**src/rtl/lsclk_pkg.sv**
```systemverilog
`timescale 1ns/1ps
package lsclk_pkg;
    localparam logic [15:0] CTRL_KEY = 16'h16AA;
    localparam int SEL_BIT   = 0;
    localparam int XEN_BIT   = 4;
    localparam int BYP_BIT   = 15;
    localparam int A_CTRL    = 0;
    localparam int A_PRESC   = 1;
    localparam int A_GATE    = 2;

    typedef enum logic [1:0] {
        ST_INT      = 2'd0,
        ST_EXT      = 2'd1,
        ST_FALLBACK = 2'd2
    } src_state_e;

    typedef struct packed {
        logic bypass;
        logic xtal_en;
        logic sel_ext;
    } ctrl_t;
endpackage

```
**src/rtl/lsclk_regs.sv**
```systemverilog
`timescale 1ns/1ps
module lsclk_regs
    import lsclk_pkg::*;
#(
    parameter int ADDR_W = 2,
    parameter int P_W    = 5
) (
    input  logic              clk,
    input  logic              rst_n,
    input  logic              reg_we,
    input  logic [ADDR_W-1:0] reg_addr,
    input  logic [31:0]       reg_wdata,
    output logic [31:0]       reg_rdata,
    output ctrl_t             ctrl,
    output logic [P_W-1:0]    presc,
    output logic              gate_en,
    output logic              presc_reload
);
    ctrl_t          ctrl_q;
    logic [P_W-1:0] presc_q;
    logic           gate_q;
    logic           hit_ctrl, hit_presc, hit_gate, key_ok;
    logic           wdata_unused;

    assign hit_ctrl  = reg_we && (reg_addr == ADDR_W'(A_CTRL));
    assign hit_presc = reg_we && (reg_addr == ADDR_W'(A_PRESC));
    assign hit_gate  = reg_we && (reg_addr == ADDR_W'(A_GATE));
    assign key_ok    = (reg_wdata[31:16] == CTRL_KEY);
    assign presc_reload = hit_presc && (reg_wdata[P_W-1:0] != presc_q);
    assign wdata_unused = ^reg_wdata;

    always_ff @(posedge clk) begin
        if (!rst_n) begin
            ctrl_q  <= '0;
            presc_q <= '0;
            gate_q  <= 1'b0;
        end else begin
            if (hit_ctrl && key_ok) begin
                ctrl_q.sel_ext <= reg_wdata[SEL_BIT];
                ctrl_q.xtal_en <= reg_wdata[XEN_BIT];
                ctrl_q.bypass  <= reg_wdata[BYP_BIT];
            end
            if (hit_presc) presc_q <= reg_wdata[P_W-1:0];
            if (hit_gate)  gate_q  <= reg_wdata[0];
        end
    end

    always_comb begin
        reg_rdata = '0;
        if (reg_addr == ADDR_W'(A_CTRL)) begin
            reg_rdata[SEL_BIT] = ctrl_q.sel_ext;
            reg_rdata[XEN_BIT] = ctrl_q.xtal_en;
            reg_rdata[BYP_BIT] = ctrl_q.bypass;
        end else if (reg_addr == ADDR_W'(A_PRESC)) begin
            reg_rdata[P_W-1:0] = presc_q;
        end else if (reg_addr == ADDR_W'(A_GATE)) begin
            reg_rdata[0] = gate_q;
        end
    end

    assign ctrl    = ctrl_q;
    assign presc   = presc_q;
    assign gate_en = gate_q;


    key_guard_chk: assert property (@(posedge clk) disable iff (!rst_n)
        (reg_we && reg_addr == ADDR_W'(A_CTRL) && reg_wdata[31:16] != CTRL_KEY)
        |=> $stable(ctrl_q));
endmodule

```
**src/rtl/lsclk_srcsel.sv**
```systemverilog
`timescale 1ns/1ps
module lsclk_srcsel
    import lsclk_pkg::*;
(
    input  logic       clk,
    input  logic       rst_n,
    input  ctrl_t      ctrl,
    input  logic       ext_fail,
    output logic       use_ext,
    output src_state_e state
);
    src_state_e state_q, state_d;
    logic       fail_live;

    assign fail_live = ext_fail && !ctrl.bypass;

    always_ff @(posedge clk) begin
        if (!rst_n) state_q <= ST_INT;
        else        state_q <= state_d;
    end

    always_comb begin
        state_d = state_q;
        unique case (state_q)
            ST_INT: begin
                if (ctrl.sel_ext) state_d = fail_live ? ST_FALLBACK : ST_EXT;   // go_ext / go_fallback
            end
            ST_EXT: begin
                if (!ctrl.sel_ext) state_d = ST_INT;                           // go_int
                else if (fail_live) state_d = ST_FALLBACK;                      // go_fallback
            end
            ST_FALLBACK: begin
                if (!ctrl.sel_ext) state_d = ST_INT;                           // go_int
                else if (!fail_live) state_d = ST_EXT;                          // recover
            end
            default: state_d = ST_INT;
        endcase
    end

    always_comb begin
        use_ext = 1'b0;
        unique case (state_q)
            ST_EXT:      use_ext = 1'b1;
            ST_INT,
            ST_FALLBACK: use_ext = 1'b0;
            default:     use_ext = 1'b0;
        endcase
    end

    assign state = state_q;


    fallback_cause_chk: assert property (@(posedge clk) disable iff (!rst_n)
        (state_q == ST_FALLBACK) |-> ($past(ext_fail) && $past(ctrl.sel_ext)));
endmodule

```
**src/rtl/lsclk_divider.sv**
```systemverilog
`timescale 1ns/1ps
module lsclk_divider #(
    parameter int PRE_DIV = 32,
    parameter int P_W     = 5
) (
    input  logic           clk,
    input  logic           rst_n,
    input  logic           tick_in,
    input  logic [P_W-1:0] ratio,
    input  logic           reload,
    output logic           tick_out
);
    localparam int PC_W = (PRE_DIV > 1) ? $clog2(PRE_DIV) : 1;

    logic           pre_pulse;
    logic [P_W-1:0] dc_q;

    generate
        if (PRE_DIV > 1) begin : g_pre
            logic [PC_W-1:0] pc_q;
            assign pre_pulse = tick_in && (pc_q == PC_W'(PRE_DIV - 1));
            always_ff @(posedge clk) begin
                if (!rst_n || reload)  pc_q <= '0;
                else if (pre_pulse)    pc_q <= '0;
                else if (tick_in)      pc_q <= pc_q + 1'b1;
            end
        end else begin : g_nopre
            assign pre_pulse = tick_in;
        end
    endgenerate

    assign tick_out = pre_pulse && (dc_q == ratio);

    always_ff @(posedge clk) begin
        if (!rst_n || reload) dc_q <= '0;
        else if (tick_out)    dc_q <= '0;
        else if (pre_pulse)   dc_q <= dc_q + 1'b1;
    end


    div_src_chk: assert property (@(posedge clk) disable iff (!rst_n)
        tick_out |-> tick_in);


    div_spacing_chk: assert property (@(posedge clk) disable iff (!rst_n)
        (tick_out && PRE_DIV > 1) |=> !tick_out);
endmodule

```
**src/rtl/lsclk_sel.sv**
```systemverilog
`timescale 1ns/1ps
module lsclk_sel
    import lsclk_pkg::*;
#(
    parameter int ADDR_W  = 2,
    parameter int PRE_DIV = 32,
    parameter int P_W     = 5
) (
    input  logic              clk,
    input  logic              rst_n,
    input  logic              reg_we,
    input  logic [ADDR_W-1:0] reg_addr,
    input  logic [31:0]       reg_wdata,
    output logic [31:0]       reg_rdata,
    input  logic              rc_tick,
    input  logic              xtal_tick,
    input  logic              ext_fail,
    output logic              lsclk_tick,
    output logic              pin_tick
);
    ctrl_t          ctrl;
    logic [P_W-1:0] presc;
    logic           gate_en, presc_reload, use_ext, div_tick, tick_q;
    src_state_e     state;

    lsclk_regs #(.ADDR_W(ADDR_W), .P_W(P_W)) u_regs (
        .clk(clk), .rst_n(rst_n), .reg_we(reg_we), .reg_addr(reg_addr),
        .reg_wdata(reg_wdata), .reg_rdata(reg_rdata), .ctrl(ctrl),
        .presc(presc), .gate_en(gate_en), .presc_reload(presc_reload)
    );

    lsclk_srcsel u_sel (
        .clk(clk), .rst_n(rst_n), .ctrl(ctrl), .ext_fail(ext_fail),
        .use_ext(use_ext), .state(state)
    );

    lsclk_divider #(.PRE_DIV(PRE_DIV), .P_W(P_W)) u_div (
        .clk(clk), .rst_n(rst_n), .tick_in(rc_tick), .ratio(presc),
        .reload(presc_reload), .tick_out(div_tick)
    );

    always_ff @(posedge clk) begin
        if (!rst_n) tick_q <= 1'b0;
        else        tick_q <= use_ext ? xtal_tick : div_tick;
    end

    assign lsclk_tick = tick_q;
    assign pin_tick   = tick_q & gate_en;


    ext_echo_chk: assert property (@(posedge clk) disable iff (!rst_n)
        (state == ST_EXT) |=> (lsclk_tick == $past(xtal_tick)));
endmodule

```
**config.mk**
```make
export PLATFORM = sky130hd
export DESIGN_NAME = lsclk_sel
export DESIGN_NICKNAME = d
export VERILOG_FILES = /design/src/rtl/lsclk_pkg.sv /design/src/rtl/lsclk_regs.sv /design/src/rtl/lsclk_srcsel.sv /design/src/rtl/lsclk_divider.sv /design/src/rtl/lsclk_sel.sv
export SDC_FILE = /design/constraint.sdc
export NUM_CORES = 1
export LEC_CHECK = 0
export BUFFER_PORTS_ARGS = -buffer_cell sky130_fd_sc_hd__buf_2
export CORE_MARGIN = 2
export CORE_UTILIZATION = 35
export CTS_CLUSTER_SIZE = 25
export DETAILED_ROUTE_END_ITERATION = 8
export GPL_TIMING_DRIVEN = 0
export REMOVE_ABC_BUFFERS = 1
export SLEW_MARGIN = 20
export SYNTH_ARGS = -nofsm -noshare
export SYNTH_HDL_FRONTEND = slang
export SYNTH_HIERARCHICAL = 1
export SYNTH_SLANG_ARGS = --single-unit
```
**constraint.sdc**
```tcl
create_clock -name clk -period 1.93 [get_ports clk]
set_clock_uncertainty 0.05 [all_clocks]
set_input_delay 0.193 -clock clk [delete_from_list [all_inputs] [get_ports clk]]
set_output_delay 0.193 -clock clk [all_outputs]
set_load 0.1 [all_outputs]
```
### Yosys cells after proc, flatten, opt, wreduce, memory -nomap -nowiden

Index checks and enable logic that the tools add are counted.

* memories: 0
* bits in writable memories: 0
* bits in registers: 22
* output and inout port bits: 34
* input port bits: 40
* bits in latches: 0
* bits in read-only memories: 0

* $lt $le $gt $ge: 0
* $mul: 0
* bitwise operators: 1
* div/mod/pow operators: 0
* reduce and logical (&&, ||, !) cells: 16
* shifts and indexed selects: 0
* equal/unequal tests: 11
* add/sub/neg operators: 2
* mux-type cells: 16

Operators with widths (number)
* $eq 16x13->1 const B: 1
* $mux 2: 6
* $add 5x1->5 const B: 2
* $logic_and 1x1->1: 8
* $mux 1: 7
* $pmux 2 s3: 1
* $eq 5x5->1: 1
* $eq 5x5->1 const B: 1
* $ne 5x5->1: 1
* $eq 2x1->1 const B: 2
* $eq 2x2->1 const B: 2
* $logic_not 2->1: 2
* $mux 4: 1
* $reduce_or 2->1: 2
* $mux 3: 1
* $ne 3x2->1 const B: 1
* $ne 3x3->1 const B: 1
* $reduce_and 3->1: 1
* $logic_not 1->1: 2
* $ne 2x2->1 const B: 1
* $and 1x1->1: 1
* $logic_or 1x1->1: 1

### Logic depth before layout (Yosys ltp)

* depth after elaboration: 5
* gate-level depth with buffers: 8

### By module

The synthesis kept the hierarchy.

Modules (own cells, without submodules)
* lsclk_regs: cells each 93, area an instance 760.7 µm², instances 1
* lsclk_divider: cells each 53, area an instance 509.2 µm², instances 1
* lsclk_srcsel: cells each 8, area an instance 81.3 µm², instances 1
* lsclk_sel: cells each 4, area an instance 42.5 µm², instances 1

### Worst setup path before layout

Ideal clock, no wire load.

* kind: register to output
* start: register u_regs.ctrl_q, in the netlist u_regs/ctrl[2]
* end: output port reg_rdata[15]
* arrival time: 2580 ps
* stages on the path, launching flop included: 2
* slack: -893 ps
* path buffers: 0
* path through: dfxtp_1 -> nor3b_1

* longest elaborated chain between the ends: 1

RTL lines
* from (decl): RTL line lsclk_regs.sv:19 `ctrl_t ctrl_q;`
* $mux 1: RTL line lsclk_regs.sv:50 `if (reg_addr == ADDR_W'(A_CTRL)) begin`
* to (decl): RTL line lsclk_sel.sv:14 `output logic [31:0] reg_rdata,`

No other way between the ends.

### Worst setup path after layout

* start: register u_regs.presc_q[0] (netlist: u_regs/presc[0])
* end: register u_div.dc_q[0]

* longest elaborated chain between the ends: 4

RTL lines
* from (decl): RTL line lsclk_regs.sv:20 `logic [P_W-1:0] presc_q;`
* from (signal assigned): RTL line lsclk_regs.sv:43 `if (hit_presc) presc_q <= reg_wdata[P_W-1:0];`
* $ne 5x5->1: RTL line lsclk_regs.sv:29 `assign presc_reload = hit_presc && (reg_wdata[P_W-1:0] != presc_q);`
* $logic_and 1x1->1: RTL line lsclk_regs.sv:29
* net presc_reload: RTL line lsclk_sel.sv:23 `logic gate_en, presc_reload, use_ext, div_tick, tick_q;`
* $logic_or 1x1->1: RTL line lsclk_divider.sv:35 `if (!rst_n || reload) dc_q <= '0;`
* $reduce_or 2->1 (no source line)
* to (signal assigned): RTL line lsclk_divider.sv:37 `else if (pre_pulse) dc_q <= dc_q + 1'b1;`
* to (decl): RTL line lsclk_divider.sv:16 `logic [P_W-1:0] dc_q;`

The timed path passes the listed nets, and every way through them passes these cells.
A chain may end at the register's enable or synchronous reset.

==> reports/qor.yml <==
status: "completed"
grt-ovfl-total: 0
clk_path_buf_depth: 2
synth_area_um2: 1394
vias_per_cell: 4.384
cts-root-buf: "clkbuf_8"
cts.clk_slew.worst_paths_ns: 0.08
ant_nets: 0
cts_setup_buffers: 0
p_total_mw: 1.125
hold_class: "input pin to register"
max_freq_ghz: 0.6074
grt_pass1_wl_um: 4002
place_congestion: 0.7508
grt_max_degree: 16
seq_area_frac_synth_pct: 31.60
initial_core_util_pct: 37.23
cp_max_fo: 6
maxCapViolCount: 0
min_from: "ext_fail"
die_h_um: 67.11
post-route-drc-count: 0
clock-sinks: 22
endpoint_kind: "register"
critPathKind: "register to register"
peakVddDrop_uv: 246.2
rows: 22
fill_cells: 402
startpoint: "u_regs/presc[0]"
r2r_slack_ns: 0.28
antenna_found_initial: 0
cts_tree: "built"
min_path_cells: 2
core_um2: 3744
wl_per_cell_um: 10.17
r2r_end: "u_div/dc_q[0]"
postRouteWirelength_um: 2462
ys_warn_count: 6
cts-buffers-inserted: 3
p_leak_nw: 0.7216
hold_violations: 0
ys_ff_latch: 22
dp_hpwl_um: 1973
yosysUniqueCellTypes: 31
hold_end: "u_sel/state[0]"
dieArea_um2: 4503
fin_crit_ns: 1.646
cts-htree-levels: 1
synth_cells: 158
die_x_um: 67.11
critical_path.startpoint_type: "register"
numPortBuffers: 37
drt-pass1-iter-count: 4
drive_above_1_share_pct: 25.77
grt_usage_pct: 11.84
min_period_over_period_pct: 85.31
rsz0062_at_grt: "false"
rr_worst_depth: 6
avgSynthCellArea_um2: 8.822
initialDrtViolationCount: 45
cp.arrival_ns: 1.78
clk_latency_ns: 0.26
finalSetupViolCount: 0
reg2reg_from: "u_regs/presc[0]"
hold_slack_ns: 0.07605
finalNetCount: 238
syn_to_final_growth_pct: 12.75
vias: 1061
power_density_nw_per_um2: 715.9
grt_pass1_vias: 947
ios: 74
worst_ep_required_time_ns: 2.07
finalMaxSlewViolations: 0
insertedDiodeCount: 0
==> layer usage <==
metal  up-vias  GRT usage, %  part of all wire [%]
li1        552             -                     -
met1       470         15.18                    48
met2        35         18.69                    44
met3         4         1.858                   5.5
met4         0         6.888                   2.0
met5         -             0                     0
==> report_power, final <==
part           switching, mW  internal (mW)  total, mW
logic                  0.277         0.0480      0.325
clock network          0.148          0.182      0.330
registers            0.00874          0.461      0.470
total                  0.434          0.691       1.13
==> through the flow <==
stage	cell area, um^2	setup TNS, ns	instances	setup WS [ns]	util [%]
floorplan	1269	-1.825	153	-0.8928	-
global placement	1514	-1.155	238	-0.2280	40.44
detailed placement	1514	-1.263	238	-0.2450	40.44
CTS	1569	0	242	0.05567	41.91
global route	1572	0	242	0.1170	41.98
finish	1572	0	242	0.2835	41.98
==> layout make-up <==
class,count,area [um^2],share of cell area (%)
multi-input combinational,128,819.5,52.15
sequential,22,440.4,28.03
timing repair buffer,37,185.2,11.78
tap,48,60.06,3.822
clock buffer,4,55.05,3.503
inverter,3,11.26,0.7166
==> cell usage in the layout, fill, tap and decap left out, types with 5 or more instances in the layout <==
cell	instances
a21boi_0	5
xnor2_1	7
nand3_1	5
nor3_1	6
buf_2	37
nand2_1	19
nor2_1	8
mux2i_1	10
xor2_1	9
dfxtp_1	22
conb_1	26
==> timing repair <==
item                                    4_1_cts  5_1_grt
gates resized for setup                       0        1
endpoints found under the setup margin        0        6
hold buffers                                  0        0
==> cell families (layout without fill, tap and decap cells) <==
family                     after synthesis  count (layout)  synth area share (%)
AOI/OAI and AO/OA                       11              11                 5.925
muxes                                   10              10                 7.182
adders and majority gates                3               3                 2.693
and+or+nand+nor                         62              62                 25.76
DFF                                     22              22                 31.60
xor gates and xnor gates                16              16                 10.05
buffers and inverters                   33              44                 16.52
other                                    1              26                0.2690
==> cell usage after synthesis, drive strengths merged <==
cell type | instances | area (um^2)
buf | 29 | 215.2
dfxtp | 22 | 440.4
nand2 | 19 | 71.32
mux2i | 10 | 100.1
xor2 | 9 | 78.83
nor2 | 8 | 30.03
nor3 | 8 | 62.56
xnor2 | 7 | 61.31
a21boi | 5 | 37.54
and2 | 5 | 33.78
nand3 | 5 | 25.02
nand4 | 5 | 37.53
nor2b | 4 | 25.02
ha | 3 | 37.54
inv | 3 | 11.26
o21ai | 3 | 15.01
and4bb | 2 | 25.02
nand2b | 2 | 12.51
a2111oi | 1 | 15.01
a221oi | 1 | 8.760
a31oi | 1 | 6.260
and3 | 1 | 6.260
clkbuf | 1 | 3.750
conb | 1 | 3.750
nand3b | 1 | 7.510
nor3b | 1 | 7.510
nor4b | 1 | 15.01
==> how the worst max path moves through the flow <==
stage | to | slack, ns | cells past startpoint
3_5_place_dp | u_div/dc_q[0] | -0.25 | 7
5_1_grt | u_div/dc_q[0] | 0.12 | 7
6_report | u_div/dc_q[0] | 0.28 | 6
2_1_floorplan | reg_rdata[15] | -0.89 | 1
4_1_cts | u_div/dc_q[0] | 0.06 | 7
3_3_place_gp | u_div/dc_q[0] | -0.23 | 7
==> flip-flops by register name, summed over array words and instances, names as in the netlist <==
register / flops
lsclk_tick: 1
u_div/g_pre.pc_q: 5
u_sel/state: 2
u_div/dc_q: 5
u_regs/presc: 5
u_regs/ctrl: 3
u_regs/gate_en: 1
==> worst max-delay path: stages, from the launching register on <==
cell and delay (ns):
dfxtp_1 0.37, xor2_1 0.16, nor3_1 0.20, a31oi_1 0.09
nand2b_1 0.23, nand2b_1 0.28, o21ai_0 0.19
(Power assumes the default switching activity.)
